### src/rtl/perf_mon_pkg.sv
`timescale 1ns/1ps
// Package: shared constants and types of the performance monitor.
// Assumes the register port is 32 bits wide and both address fields are 4 bits.
package perf_mon_pkg;

    localparam int DATA_W = 32;
    localparam int ADDR_W = 4;

    // Values of the second address field
    localparam logic [ADDR_W-1:0] CRM_SYS = 4'd1;
    localparam logic [ADDR_W-1:0] CRM_CNT = 4'd2;

    // Values of the first address field for the system registers
    localparam logic [ADDR_W-1:0] CRN_CTRL  = 4'd0;
    localparam logic [ADDR_W-1:0] CRN_CCNT  = 4'd1;
    localparam logic [ADDR_W-1:0] CRN_INTEN = 4'd4;
    localparam logic [ADDR_W-1:0] CRN_FLAG  = 4'd5;
    localparam logic [ADDR_W-1:0] CRN_EVSEL = 4'd8;

    // Bit positions in the control register
    localparam int CTRL_EN      = 0;
    localparam int CTRL_CLR_EVT = 1;
    localparam int CTRL_CLR_CYC = 2;

    // One-hot selection of a system register
    typedef struct packed {
        logic ctrl;
        logic ccnt;
        logic inten;
        logic flag;
        logic evsel;
    } sys_sel_t;

endpackage

### src/rtl/pm_decode.sv
`timescale 1ns/1ps
// Module: pm_decode
// Decodes an access into write and read strobes and a one-hot register select.
// Assumes at most one access per cycle. Unprivileged accesses give no strobe.
module pm_decode
    import perf_mon_pkg::*;
#(
    parameter int N_EVT = 4
) (
    input  logic              acc_valid,
    input  logic              acc_write,
    input  logic              acc_priv,
    input  logic [ADDR_W-1:0] acc_crn,
    input  logic [ADDR_W-1:0] acc_crm,
    output logic              wr_stb,
    output logic              rd_stb,
    output sys_sel_t          sys_sel,
    output logic [N_EVT-1:0]  cnt_sel
);

    // Only privileged accesses produce a strobe
    assign wr_stb = acc_valid && acc_priv && acc_write;
    assign rd_stb = acc_valid && acc_priv && !acc_write;

    // Match the system registers
    always_comb begin
        sys_sel       = '0;
        sys_sel.ctrl  = (acc_crm == CRM_SYS) && (acc_crn == CRN_CTRL);
        sys_sel.ccnt  = (acc_crm == CRM_SYS) && (acc_crn == CRN_CCNT);
        sys_sel.inten = (acc_crm == CRM_SYS) && (acc_crn == CRN_INTEN);
        sys_sel.flag  = (acc_crm == CRM_SYS) && (acc_crn == CRN_FLAG);
        sys_sel.evsel = (acc_crm == CRM_SYS) && (acc_crn == CRN_EVSEL);
    end

    // Match the event counters, one per value of the first field
    for (genvar i = 0; i < N_EVT; i++) begin : g_cnt_sel
        assign cnt_sel[i] = (acc_crm == CRM_CNT) && (acc_crn == ADDR_W'(i));
    end

endmodule

### src/rtl/pm_counter.sv
`timescale 1ns/1ps
// Module: pm_counter
// Wrapping up-counter with load and clear.
// Priority: load first, then clear, then increment.
// wrap pulses in the cycle in which an increment takes the count from all-ones to zero.
module pm_counter #(
    parameter int CNT_W = 32
) (
    input  logic             clk,
    input  logic             rst_n,
    input  logic             inc,
    input  logic             load,
    input  logic [CNT_W-1:0] load_val,
    input  logic             clear,
    output logic [CNT_W-1:0] value,
    output logic             wrap
);

    // Count register; an increment is dropped when a load or clear happens in the same cycle
    always_ff @(posedge clk) begin
        if (!rst_n)     value <= '0;
        else if (load)  value <= load_val;
        else if (clear) value <= '0;
        else if (inc)   value <= value + 1'b1;
    end

    // Wrap indication for the overflow flag
    assign wrap = inc && !load && !clear && (value == '1);

endmodule

### src/rtl/perf_mon_unit.sv
`timescale 1ns/1ps
// Module: perf_mon_unit
// Performance monitor with N_EVT event counters and one cycle counter.
// Register access is single-cycle: reads are combinational and writes take effect at the next edge.
// Assumes N_EVT * CODE_W <= 32, N_EVT + 1 <= 32 and CNT_W <= 32.
module perf_mon_unit
    import perf_mon_pkg::*;
#(
    parameter int N_EVT    = 4,
    parameter int CNT_W    = 32,
    parameter int N_EVENTS = 256
) (
    input  logic                clk,
    input  logic                rst_n,
    input  logic                acc_valid,
    input  logic                acc_write,
    input  logic                acc_priv,
    input  logic [ADDR_W-1:0]   acc_crn,
    input  logic [ADDR_W-1:0]   acc_crm,
    input  logic [DATA_W-1:0]   acc_wdata,
    output logic [DATA_W-1:0]   acc_rdata,
    input  logic [N_EVENTS-1:0] events,
    output logic                irq
);

    localparam int CODE_W = $clog2(N_EVENTS);
    localparam int SEL_W  = N_EVT * CODE_W;
    localparam int NFLAG  = N_EVT + 1;

    logic              wr_stb, rd_stb;
    sys_sel_t          sys_sel;
    logic [N_EVT-1:0]  cnt_sel;

    logic              ctrl_en_q;
    logic [NFLAG-1:0]  inten_q;
    logic [NFLAG-1:0]  flag_q;
    logic [SEL_W-1:0]  evsel_q;
    logic              irq_q;
    logic [NFLAG-1:0]  wrap_vec;
    logic [CNT_W-1:0]  ccnt_val;
    logic [CNT_W-1:0]  pmn_val [N_EVT];
    logic              clr_evt, clr_cyc;
    logic [NFLAG-1:0]  flag_clr;

    pm_decode #(.N_EVT(N_EVT)) u_decode (
        .acc_valid (acc_valid),
        .acc_write (acc_write),
        .acc_priv  (acc_priv),
        .acc_crn   (acc_crn),
        .acc_crm   (acc_crm),
        .wr_stb    (wr_stb),
        .rd_stb    (rd_stb),
        .sys_sel   (sys_sel),
        .cnt_sel   (cnt_sel)
    );

    // Clear pulses decoded from a write to the control register
    assign clr_evt = wr_stb && sys_sel.ctrl && acc_wdata[CTRL_CLR_EVT];
    assign clr_cyc = wr_stb && sys_sel.ctrl && acc_wdata[CTRL_CLR_CYC];

    // Configuration registers: enable, interrupt enables, event codes
    always_ff @(posedge clk) begin
        if (!rst_n) begin
            ctrl_en_q <= 1'b0;
            inten_q   <= '0;
            evsel_q   <= '0;
        end else if (wr_stb) begin
            if (sys_sel.ctrl)  ctrl_en_q <= acc_wdata[CTRL_EN];
            if (sys_sel.inten) inten_q   <= acc_wdata[NFLAG-1:0];
            if (sys_sel.evsel) evsel_q   <= acc_wdata[SEL_W-1:0];
        end
    end

    pm_counter #(.CNT_W(CNT_W)) u_cycle (
        .clk      (clk),
        .rst_n    (rst_n),
        .inc      (ctrl_en_q),
        .load     (wr_stb && sys_sel.ccnt),
        .load_val (acc_wdata[CNT_W-1:0]),
        .clear    (clr_cyc),
        .value    (ccnt_val),
        .wrap     (wrap_vec[0])
    );

    // One event selector and one counter per event counter
    for (genvar i = 0; i < N_EVT; i++) begin : g_evt
        logic [CODE_W-1:0] code;
        logic              cur, prev_q, inc;

        assign code = evsel_q[i*CODE_W +: CODE_W];
        assign cur  = events[code];
        assign inc  = ctrl_en_q && (code[CODE_W-1] ? cur : (cur && !prev_q));

        // Previous level of the selected line, used to detect a rising edge
        always_ff @(posedge clk) begin
            if (!rst_n) prev_q <= 1'b0;
            else        prev_q <= cur;
        end

        pm_counter #(.CNT_W(CNT_W)) u_cnt (
            .clk      (clk),
            .rst_n    (rst_n),
            .inc      (inc),
            .load     (wr_stb && cnt_sel[i]),
            .load_val (acc_wdata[CNT_W-1:0]),
            .clear    (clr_evt),
            .value    (pmn_val[i]),
            .wrap     (wrap_vec[i+1])
        );
    end

    // Flag bits written with 1 are cleared
    assign flag_clr = (wr_stb && sys_sel.flag) ? acc_wdata[NFLAG-1:0] : '0;

    // Sticky overflow flags; a wrap in the same cycle as a clear keeps the flag set
    always_ff @(posedge clk) begin
        if (!rst_n) flag_q <= '0;
        else        flag_q <= (flag_q & ~flag_clr) | wrap_vec;
    end

    // Registered interrupt request
    always_ff @(posedge clk) begin
        if (!rst_n) irq_q <= 1'b0;
        else        irq_q <= |(flag_q & inten_q);
    end
    assign irq = irq_q;

    // Read multiplexer; refused and unmapped reads return zero
    always_comb begin
        acc_rdata = '0;
        if (rd_stb) begin
            if (sys_sel.ctrl)  acc_rdata = DATA_W'(ctrl_en_q);
            if (sys_sel.ccnt)  acc_rdata = DATA_W'(ccnt_val);
            if (sys_sel.inten) acc_rdata = DATA_W'(inten_q);
            if (sys_sel.flag)  acc_rdata = DATA_W'(flag_q);
            if (sys_sel.evsel) acc_rdata = DATA_W'(evsel_q);
            for (int i = 0; i < N_EVT; i++) begin
                if (cnt_sel[i]) acc_rdata = DATA_W'(pmn_val[i]);
            end
        end
    end

endmodule

### config.mk
export PLATFORM = sky130hd
export DESIGN_NAME = perf_mon_unit
export DESIGN_NICKNAME = d
export VERILOG_FILES = /design/src/rtl/perf_mon_pkg.sv /design/src/rtl/pm_decode.sv /design/src/rtl/pm_counter.sv /design/src/rtl/perf_mon_unit.sv
export SDC_FILE = /design/constraint.sdc
export NUM_CORES = 1
export LEC_CHECK = 0
export BUFFER_PORTS_ARGS = -buffer_cell sky130_fd_sc_hd__clkbuf_2
export CAP_MARGIN = 20
export CORE_MARGIN = 4
export CORE_UTILIZATION = 31
export DETAILED_ROUTE_END_ITERATION = 8
export GPL_TIMING_DRIVEN = 1
export SETUP_SLACK_MARGIN = 0.5
export SLEW_MARGIN = 0
export SYNTH_ARGS = -nofsm -noshare
export SYNTH_HDL_FRONTEND = slang
export SYNTH_SLANG_ARGS = --single-unit
### constraint.sdc
create_clock -name clk -period 7.2 [get_ports clk]
set_input_delay 0 -clock clk [delete_from_list [all_inputs] [get_ports clk]]
set_output_delay 0 -clock clk [all_outputs]
set_load 0.005 [all_outputs]
# Word-level counts from Yosys, hierarchy flattened
# Index checks and enable logic that the tools add are counted.
# word_totals
ff_bits	208
output_inout_bits	33
wordCells	144
# op_classes
add_sub_neg	5
order_cmp	4
eq_ne	13
mux	38
n_bitwise	4
n_reduce_logical	66
# op_table
op	n
2-to-1 mux 32 bit	24
adder 32 x 1 -> 32 bit (second input constant)	5
== test 32 bit (second input constant)	5
logical AND 1 bit	44
less-than comparator 8 x 9 -> 1 bit (second input constant)	4
binary-select mux 1 bit (select 8 bit)	4
nonzero test 3 bit	5
== test 4 x 2 -> 1 bit (second input constant)	3
logical NOT 1 bit	12
bitwise AND 5 bit	2
2-to-1 mux 1 bit	9
== test 4 x 1 -> 1 bit (second input constant)	2
== test 4 x 3 -> 1 bit (second input constant)	2
AND reduction 2 bit	3
2-to-1 mux 5 bit	1
NOT 5 bit	1
bitwise OR 5 bit	1
OR reduction 5 bit	1
== test 4 bit (second input constant)	1
logical NOT 4 bit	1

# Longest topological paths before layout
# Gate-level depths: netlist (run 1).
# depth
word_depth	12
depth_mapped	18
mapped_depth_nobuf	10

# By module
# A second synthesis (run 1) with hierarchy kept.
# hier_totals
hier_cells	2650
hier_area_um2	22492.8
# modules_own_cells
module	n_inst	cells_each	area_each_um2	seq_area_each_um2
perf_mon_unit	1	1339	12610.8	960.9
pm_counter	5	258	1948.1	640.6
pm_decode	1	21	141.4	0.0

# Worst setup path before layout (run 1)
# OpenSTA, ideal clock, no wires.
# synth_timing
path_kind	register to register
startpoint	reg evsel_q[2]
endpoint	reg g_evt[0].u_cnt.value[30]
arrival_time_ns	3.232
setup_slack_ns	3.837
stages_incl_launch_ff	16
path_buffers	6
synth_period_minus_slack_ns	3.363
path_cell_list	dfxtp_1 buf_2 buf_2 buf_2 buf_2 mux4_2 a22oi_1 a41oi_1 or4_1 a22oi_2 nor2b_1 nand2b_1 buf_6 buf_6 a21oi_1 nor3b_2
# synth_between
elab_chain_len	6
# synth_rtl
item	line	text
from (decl)	perf_mon_unit.sv:37	logic [SEL_W-1:0] evsel_q;
from (signal assigned)	perf_mon_unit.sv:70	if (sys_sel.evsel) evsel_q <= acc_wdata[SEL_W-1:0];
binary-select mux 1 bit (select 8 bit) *	perf_mon_unit.sv:91	assign cur = events[code];
2-to-1 mux 1 bit (not written as such) *	perf_mon_unit.sv:91	
logical AND 1 bit	perf_mon_unit.sv:92	assign inc = ctrl_en_q && (code[CODE_W-1] ? cur : (cur && !prev_q));
2-to-1 mux 1 bit *	perf_mon_unit.sv:92	
logical AND 1 bit *	perf_mon_unit.sv:92	
nonzero test 3 bit (no line) *	-	
to (signal assigned)	pm_counter.sv:22	else if (load) value <= load_val;
to (signal assigned)	pm_counter.sv:24	else if (inc) value <= value + 1'b1;
to (decl)	pm_counter.sv:15	output logic [CNT_W-1:0] value,
# Every way passes the cells marked *; elsewhere a longest branch is shown, timed or not. The select of a mux whose other input is x is not followed.
# A chain may end at the register's enable or synchronous reset.

# Worst setup path after layout (run 1)
# layout_timing
startpoint	reg evsel_q[16]
endpoint	reg g_evt[2].u_cnt.value[28]
# layout_between
elab_chain_len	6
# layout_rtl
item	line
binary-select mux 1 bit (select 8 bit) *	perf_mon_unit.sv:91
2-to-1 mux 1 bit (not written as such) *	perf_mon_unit.sv:91
logical AND 1 bit	perf_mon_unit.sv:92
2-to-1 mux 1 bit *	perf_mon_unit.sv:92
logical AND 1 bit *	perf_mon_unit.sv:92
nonzero test 3 bit (no line) *	-
to (signal assigned)	pm_counter.sv:22
to (signal assigned)	pm_counter.sv:24
to (decl)	pm_counter.sv:15
# Marks and branches as above.

==> results of run 1 <==
[per-stage QoR]
stage / instances / hold slack [ns] / total power, W / area, µm² / setup slack, ns
finish: 3898 / 0.120 / 0.00288 / 25500 / 1.78
global route: 3894 / 0.121 / 0.00294 / 25500 / 1.53
CTS: 3887 / 0.0802 / 0.00287 / 25500 / 1.91
detailed placement: 3810 / 0.380 / 0.00161 / 24400 / 1.95
global placement: 3810 / 0.383 / 0.00161 / 24400 / 2.08
floorplan: 2750 / 0.130 / 0.00136 / 22300 / 3.84
[worst max-delay path, delay by kind of cell, from the launching register on]
family | cells | cell delay [ns]
muxes | 2 | 0.75
DFF | 1 | 0.71
and+or+nand+nor | 3 | 1.83
AOI/OAI and AO/OA | 5 | 0.93
buffers and inverters | 3 | 0.99
[final timing paths]
path / startpoint / to / cells after the start
max: evsel_q[16]$_SDFFE_PN0P_ / g_evt[2].u_cnt.value[28]$_SDFFE_PN0P_ / 13
min: rst_n / g_evt[1].u_cnt.value[3]$_SDFFE_PN0P_ / 4
max reg2reg: evsel_q[16]$_SDFFE_PN0P_ / g_evt[2].u_cnt.value[28]$_SDFFE_PN0P_ / 13
min reg2reg: flag_q[3]$_SDFF_PN0_ / flag_q[3]$_SDFF_PN0_ / 2
[cell type report]
class                           instances  area (µm²)  area share [%]
Tap cell                              940        1180            4.61
Antenna cell                           10        25.0          0.0981
Multi-Input combinational cell       2247       16800            66.0
Clock inverter                          7        65.1           0.255
Clock buffer                           38         704            2.76
Inverter                               28         110           0.432
Timing Repair Buffer                  420        2400            9.41
Sequential cell                       208        4190            16.4
[sequential cells by signal (all words and copies together) (netlist names)]
signal             flops
u_cycle.value         32
irq                    1
g_evt.u_cnt.value    128
evsel_q               32
g_evt.prev_q           4
inten_q                5
ctrl_en_q              1
flag_q                 5
[cell families after synthesis]
group | count (synthesis) | synth area share (%)
and+or+nand+nor | 984 | 21.0
AOI/OAI and AO/OA | 789 | 24.2
muxes | 397 | 27.1
buffers and inverters | 295 | 5.87
DFF | 208 | 18.7
xor gates and xnor gates | 72 | 2.83
adders and majority gates | 5 | 0.281
[Yosys cell counts (21+ instances only)]
cell | n | share of area, %
sky130_fd_sc_hd__nand4_1 | 44 | 1.2
sky130_fd_sc_hd__nand3_1 | 126 | 2.8
sky130_fd_sc_hd__dfxtp_1 | 208 | 19
sky130_fd_sc_hd__buf_2 | 61 | 1.4
sky130_fd_sc_hd__nor2b_1 | 36 | 1.0
sky130_fd_sc_hd__mux2i_1 | 228 | 10
sky130_fd_sc_hd__a221oi_1 | 35 | 1.4
sky130_fd_sc_hd__a21oi_1 | 211 | 4.7
sky130_fd_sc_hd__mux4_2 | 164 | 17
sky130_fd_sc_hd__nand2_1 | 300 | 5.1
sky130_fd_sc_hd__inv_1 | 27 | 0.46
sky130_fd_sc_hd__xnor2_1 | 52 | 2.0
sky130_fd_sc_hd__a31oi_1 | 41 | 1.2
sky130_fd_sc_hd__o22ai_1 | 24 | 0.67
sky130_fd_sc_hd__a22o_1 | 28 | 1.1
sky130_fd_sc_hd__buf_1 | 21 | 0.35
sky130_fd_sc_hd__o21ai_0 | 91 | 2.0
sky130_fd_sc_hd__a22oi_1 | 140 | 4.7
sky130_fd_sc_hd__a211oi_1 | 81 | 2.7
sky130_fd_sc_hd__o221ai_1 | 26 | 1.0
sky130_fd_sc_hd__and3_1 | 44 | 1.2
sky130_fd_sc_hd__nor2_1 | 216 | 3.6
sky130_fd_sc_hd__clkbuf_1 | 165 | 2.8
sky130_fd_sc_hd__nor3_1 | 103 | 2.3
[metal layers]
layer | vias up | global-route usage, % | wire (µm)
met2 | 1995 | 40.7 | 46600
met4 | 6 | 9.24 | 4240
met3 | 271 | 7.21 | 15100
met1 | 12400 | 37.9 | 43200
li1 | 11000 | - | -
met5 | - | 0 | 46
[power groups by stage]
stage	Combinational, W	Sequential (W)	Clock, W
floorplan	0.000179	0.00118	0
global placement	0.000431	0.00118	0
detailed placement	0.000428	0.00118	0
CTS	0.000445	0.00115	0.00127
global route	0.000478	0.00115	0.00131
finish	0.000466	0.00115	0.00126
==> summary.txt, run 1 <==
Routing
  – Wire length per cell: 28.0 µm
  – Via count: roughly 26,000
  – Via density per instance: 6.59
  – Number of detailed-route iterations in the first pass: 6
  – Aggregate routed wire length: 109,000 µm
  – Number of nets with antenna violations after routing: 0
  – Detailed Route Iter0 Violations: between 3,000 and 4,000
  – Residual DRC count: 0

Power
  – Fraction of power consumed by combinational cells: 16.2%
  – Leakage power: 7.92 nW
  – Switching power of the nets: 0.000839 W
  – Power per standard cell area: 113 nW/µm²
  – Portion of total power attributed to the clock network: 43.8%
  – Int Power: about 0.0020 W
  – Sequential share of power: 40.0%
  – Net Sw Frac: approximately 30%
  – Worst IR drop on VDD: 141 µV

Clock tree
  – Post-CTS setup buffer count: 0
  – Clock tree sinks: 208
  – TritonCTS buffer count: 25
  – Longest Clk Path Bufs: 3
  – Clock latency on the worst-skew pair: 0.56 ns
  – CTS clk-pin slew, worst paths: 0.06 ns
  – H-Tree Depth: 1
  – CTS tree: yes
  – Cell at the root of the clock tree: sky130_fd_sc_hd__clkbuf_16
  – Post-CTS Resized: 0
  – Number of hold buffers added after cts: 32

Yosys
  – Syn_area_per_cell: approximately 8 µm²
  – Number of synthesized flops with an enable pin: 0
  – Number of synthesized register bits: 208
  – Total nets after synthesis: ~3,100
  – Instance count of the mapped netlist: ~2,800
  – Number of distinct library cells after synthesis: 76
  – Share of async-settable or async-resettable flops after synthesis: 0%
  – Syn Std Cell Area: ~22,000 µm²
  – Yosys warning count: 0
  – Sequential cell area fraction in the yosys report: 18.7%
  – Primary flip-flop cell chosen by synthesis mapping: sky130_fd_sc_hd__dfxtp_1

Setup path
  – Max incr delay on CP: approximately 0.74 ns
  – Cell-by-cell trace of the critical path: buf_4 > buf_4 > mux4_2 > mux2i_1 > a211o_1 > a31oi_1 > nor4b_1 > o22ai_1 > nand2_1 > nand2_1 > buf_4 > a21oi_1 > a211oi_1
  – Data arrival time of the critical path: slightly below 6 ns
  – Kind of end point of the critical path: register
  – Flop2flop setup slack: 1.78 ns
  – Dominant cell type by count on the critical path: sky130_fd_sc_hd__buf_4
  – Critical-path top delay cell: sky130_fd_sc_hd__nand2_1
  – Critical path launch point type: register
  – Critical path class: reg2reg
  – Maximum fanout along the worst path: 30
  – Required time reported for the critical path endpoint: ~7.6 ns

Die
  – Width of the die: about 280 µm
  – Placement row count: 97
  – Die Height: 276 µm
  – Placeable core region: about 71,000 µm²
  – Number of top-level pins: 334
  – Starting density of the core: 31.5%
  – Die Footprint: 76,200 µm²

GRT
  – Grt ovf: 0
  – Vias in the first global route: 23,400
  – Antenna violations before repair: 12
  – First-pass GRT wire length: approximately 160,000 µm
  – Global-route total usage across every layer: 27.2%
  – Maximum number of pins on one net before global-route repair: 85

Cells and area
  – Most common library cell in the layout ignoring fill and taps: sky130_fd_sc_hd__clkbuf_2
  – Proportion of layout cells with a drive suffix above 1: 21.8%
  – Final Core Density: 36.1%
  – Fill cells: 7,385
  – Area overhead of the layout relative to synthesis: 14.6%
  – Most used cells in the layout excluding fill and tap cells: sky130_fd_sc_hd__clkbuf_2, sky130_fd_sc_hd__nand2_1, sky130_fd_sc_hd__mux2i_1
  – Final-stage net count: 3,236

STA
  – Final setup violating endpoints: 0
  – Max frequency: 0.185 GHz
  – Final Hold Violating Endpoints: 0
  – Final setup skew: 0.0223 ns
  – Setup repair after global routing missed its margin: false
  – Final Cycle Share: 75.2%
  – Relative slew slack: 23.3%
  – Slew at the pin closest to its max-slew limit: 1.15 ns
  – Setup TNS: 0 ns
  – Pins Over Slew Limit: 0
  – Final critical path time including I/O delays and setup: 5.42 ns

Run
  – Count of max-cap constraint violations: 0

Place
  – Final Wtd Congestion: 0.997
  – HPWL after detailed placement: 81,200 µm
  – Count of port buffers added during placement: 333

Worst hold path
  – Class of the tightest hold or removal check: in2reg

Outcome
  – Outcome: completed
Note: power is estimated with default switching activity, not from simulation.
==> run 2: changes to the inputs <==
Clock period 7.2 ns to 4.95 ns, I/O delays scaled along.
==> summary.txt, run 2 (synthesis results as in run 1) <==
STA
  – Setup repair after global routing missed its margin: false (unchanged)
  – Slew at the pin closest to its max-slew limit: 1.37 ns (was 1.15 ns)
  – Final setup skew: 0.0150 ns (was 0.0223 ns)
  – Final critical path time including I/O delays and setup: 4.27 ns (was 5.42 ns)
  – Max frequency: 0.234 GHz (was 0.185 GHz)
  – Final Cycle Share: 86.3% (was 75.2%)
  – Final setup violating endpoints: 0 (unchanged)
  – Setup TNS: 0 ns (unchanged)
  – Final Hold Violating Endpoints: 0 (unchanged)
  – Relative slew slack: 8.71% (was 23.3%)
  – Pins Over Slew Limit: 0 (unchanged)

Clock tree
  – CTS tree: yes (unchanged)
  – H-Tree Depth: 1 (unchanged)
  – Post-CTS setup buffer count: 0 (unchanged)
  – Clock latency on the worst-skew pair: 0.56 ns (about the same)
  – Longest Clk Path Bufs: 3 (unchanged)
  – CTS clk-pin slew, worst paths: 0.06 ns (about the same)
  – TritonCTS buffer count: 25 (unchanged)
  – Clock tree sinks: 208 (unchanged)
  – Cell at the root of the clock tree: sky130_fd_sc_hd__clkbuf_16 (unchanged)

Place
  – Count of port buffers added during placement: 333 (unchanged)
  – HPWL after detailed placement: 83,800 µm (was 81,200 µm)
  – Final Wtd Congestion: 1.02 (was 0.997)
  – Placed cell areas: 24,800 µm² (was 24,400 µm²)

Power
  – Power per standard cell area: 170 nW/µm² (was 113 nW/µm²)
  – Switching power of the nets: 0.00124 W (was 0.000839 W)
  – Net Sw Frac: 28.0% (was 29.2%)
  – Leakage power: 8.20 nW (was 7.92 nW)
  – Int Power: 0.00319 W (was 0.00204 W)
  – Worst IR drop on VDD: 222 µV (was 141 µV)
  – Sequential share of power: 37.8% (was 40.0%)
  – Fraction of power consumed by combinational cells: 15.3% (was 16.2%)
  – Portion of total power attributed to the clock network: 46.9% (was 43.8%)

GRT
  – Maximum number of pins on one net before global-route repair: 72 (was 85)
  – Global-route total usage across every layer: 27.6% (was 27.2%)
  – Vias in the first global route: 23,500 (was 23,400)
  – First-pass GRT wire length: 160,000 µm (was 158,000 µm)
  – Grt ovf: 0 (unchanged)
  – Antenna violations before repair: 5 (was 12)

Routing
  – Number of detailed-route iterations in the first pass: 6 (unchanged)
  – Met1 Routed Length: 42,900 µm (was 43,200 µm)
  – Residual DRC count: 0 (unchanged)
  – Via density per instance: 6.58 (was 6.59)
  – DR top layer: met5 (unchanged)
  – Detailed Route Iter0 Violations: 4,775 (was 3,953)
  – Number of nets with antenna violations after routing: 0 (unchanged)
  – Via count: 25,900 (was 25,700)
  – Amount of wire on met2 after detailed routing: 47,700 µm (was 46,600 µm)
  – Aggregate routed wire length: 111,000 µm (was 109,000 µm)
  – Wire length per cell: 28.2 µm (was 28.0 µm)
  – WL met3: 15,500 µm (was 15,100 µm)

Setup path
  – Critical path launch point type: register (unchanged)
  – Maximum fanout along the worst path: 23 (was 30)
  – Kind of end point of the critical path: register (unchanged)
  – Origin of the critical flop-to-flop path: evsel_q[3]$_SDFFE_PN0P_ (was evsel_q[16]$_SDFFE_PN0P_)
  – Launching element of the worst setup path: evsel_q[3]$_SDFFE_PN0P_ (was evsel_q[16]$_SDFFE_PN0P_)
  – Data arrival time of the critical path: 4.75 ns (was 5.82 ns)
  – Critical path class: reg2reg (unchanged)
  – Required time reported for the critical path endpoint: 5.43 ns (was 7.60 ns)

Die
  – Die Footprint: 76,200 µm² (unchanged)
  – Number of top-level pins: 334 (unchanged)
  – Placeable core region: 70,600 µm² (unchanged)
  – Width of the die: 276 µm (unchanged)
  – Die Height: 276 µm (unchanged)
  – Starting density of the core: 31.5% (unchanged)
  – Placement row count: 97 (unchanged)

Cells and area
  – Most common library cell in the layout ignoring fill and taps: sky130_fd_sc_hd__clkbuf_2 (unchanged)
  – Proportion of layout cells with a drive suffix above 1: 23.1% (was 21.8%)
  – Fill cells: 7,429 (was 7,385)
  – Final cell area excluding filler cells: 26,000 µm² (was 25,500 µm²)
  – Sequential cell area: 4200 µm² (was 4190 µm²)
  – Number of flip-flops under the largest register name: 128 (unchanged)
  – Most used cells in the layout excluding fill and tap cells: sky130_fd_sc_hd__clkbuf_2, sky130_fd_sc_hd__nand2_1, sky130_fd_sc_hd__mux2i_1 (unchanged)
  – Largest registers: g_evt.u_cnt.value (128), evsel_q (32), u_cycle.value (32) (unchanged)
  – Total area of multi-input combinational cells: 16,800 µm² (about the same)
  – Register name with the most flops: g_evt.u_cnt.value (unchanged)
  – Final-stage net count: 3,271 (was 3,236)
  – Area overhead of the layout relative to synthesis: 16.6% (was 14.6%)

Run
  – Count of max-cap constraint violations: 0 (unchanged)

Worst hold path
  – Class of the tightest hold or removal check: in2reg (unchanged)
  – Launch instance of the worst min-delay path: acc_wdata[2] (was rst_n)

Outcome
  – Outcome: completed (unchanged)
-- run 2: cell count changes in the layout (fill, tap and decap cells not counted), sizes merged --
cell	change
dlygate4sd3	-2
buf	+38
bufinv	+4
clkinv	+2
clkbuf	-6
diode	-7
-- run 2: power by group through the flow --
stage                     logic [W]  clock network [W]  registers [W]
after floorplan            0.000260                  0        0.00171
after detailed placement   0.000623                  0        0.00171
final                      0.000676            0.00207        0.00167
after CTS                  0.000647            0.00209        0.00167
after global placement     0.000628                  0        0.00171
after global routing       0.000696            0.00215        0.00167
-- run 2: worst paths after layout --
| kind | slack, ns | to | cells after the start |
|---|---|---|---|
| worst min-delay path | 0.05 | evsel_q[2]$_SDFFE_PN0P_ | 3 |
| worst max-delay path | 0.68 | g_evt[0].u_cnt.value[7]$_SDFFE_PN0P_ | 11 |
| worst min register to register | 0.50 | flag_q[4]$_SDFF_PN0_ | 2 |
| worst max register to register | 0.68 | g_evt[0].u_cnt.value[7]$_SDFFE_PN0P_ | 11 |
-- run 2: final cells by class --
type | instances | share of cell area, %
Multi-Input combinational cell | 2247 | 64.8
Sequential cell | 208 | 16.2
Timing Repair Buffer | 455 | 10.6
Tap cell | 940 | 4.53
Clock buffer | 33 | 2.68
Clock inverter | 13 | 0.766
Inverter | 28 | 0.424
Antenna cell | 3 | 0.0289
-- run 2: timing repair --
action,CTS,global route
endpoints found under the hold margin,97,0
hold buffers,30,0
setup endpoints to repair,0,4
resized for setup,0,1
-- run 2: metal layers --
metal | track usage (%) | vias up
li1 | - | 11100
met1 | 38.4 | 12400
met2 | 42.3 | 2076
met3 | 6.45 | 277
met4 | 8.75 | 4
met5 | 0 | -
-- run 2: critical path, cell delays in order, from the launching register on --
cell                       delay [ns]
sky130_fd_sc_hd__dfxtp_1         0.92
sky130_fd_sc_hd__inv_1           0.43
sky130_fd_sc_hd__mux4_2          0.55
sky130_fd_sc_hd__nor2_1          0.15
sky130_fd_sc_hd__nor4_1          0.10
sky130_fd_sc_hd__or4_1           0.56
sky130_fd_sc_hd__a22oi_2         0.25
sky130_fd_sc_hd__nor2b_1         0.09
sky130_fd_sc_hd__nand2b_2        0.42
sky130_fd_sc_hd__buf_4           0.37
sky130_fd_sc_hd__buf_4           0.17
sky130_fd_sc_hd__a211oi_2        0.15
-- run 2: stage by stage --
stage,instances,worst slack (ns),util [%],hold slack [ns],total power (W)
2_1_floorplan,2750,1.59,-,0.130,0.00197
3_3_place_gp,3846,0.826,35.0,0.388,0.00234
3_5_place_dp,3847,0.801,35.0,0.389,0.00234
4_1_cts,3923,0.782,36.7,0.0154,0.00441
5_1_grt,3927,0.523,36.8,0.0511,0.00452
6_report,3927,0.677,36.8,0.0524,0.00442
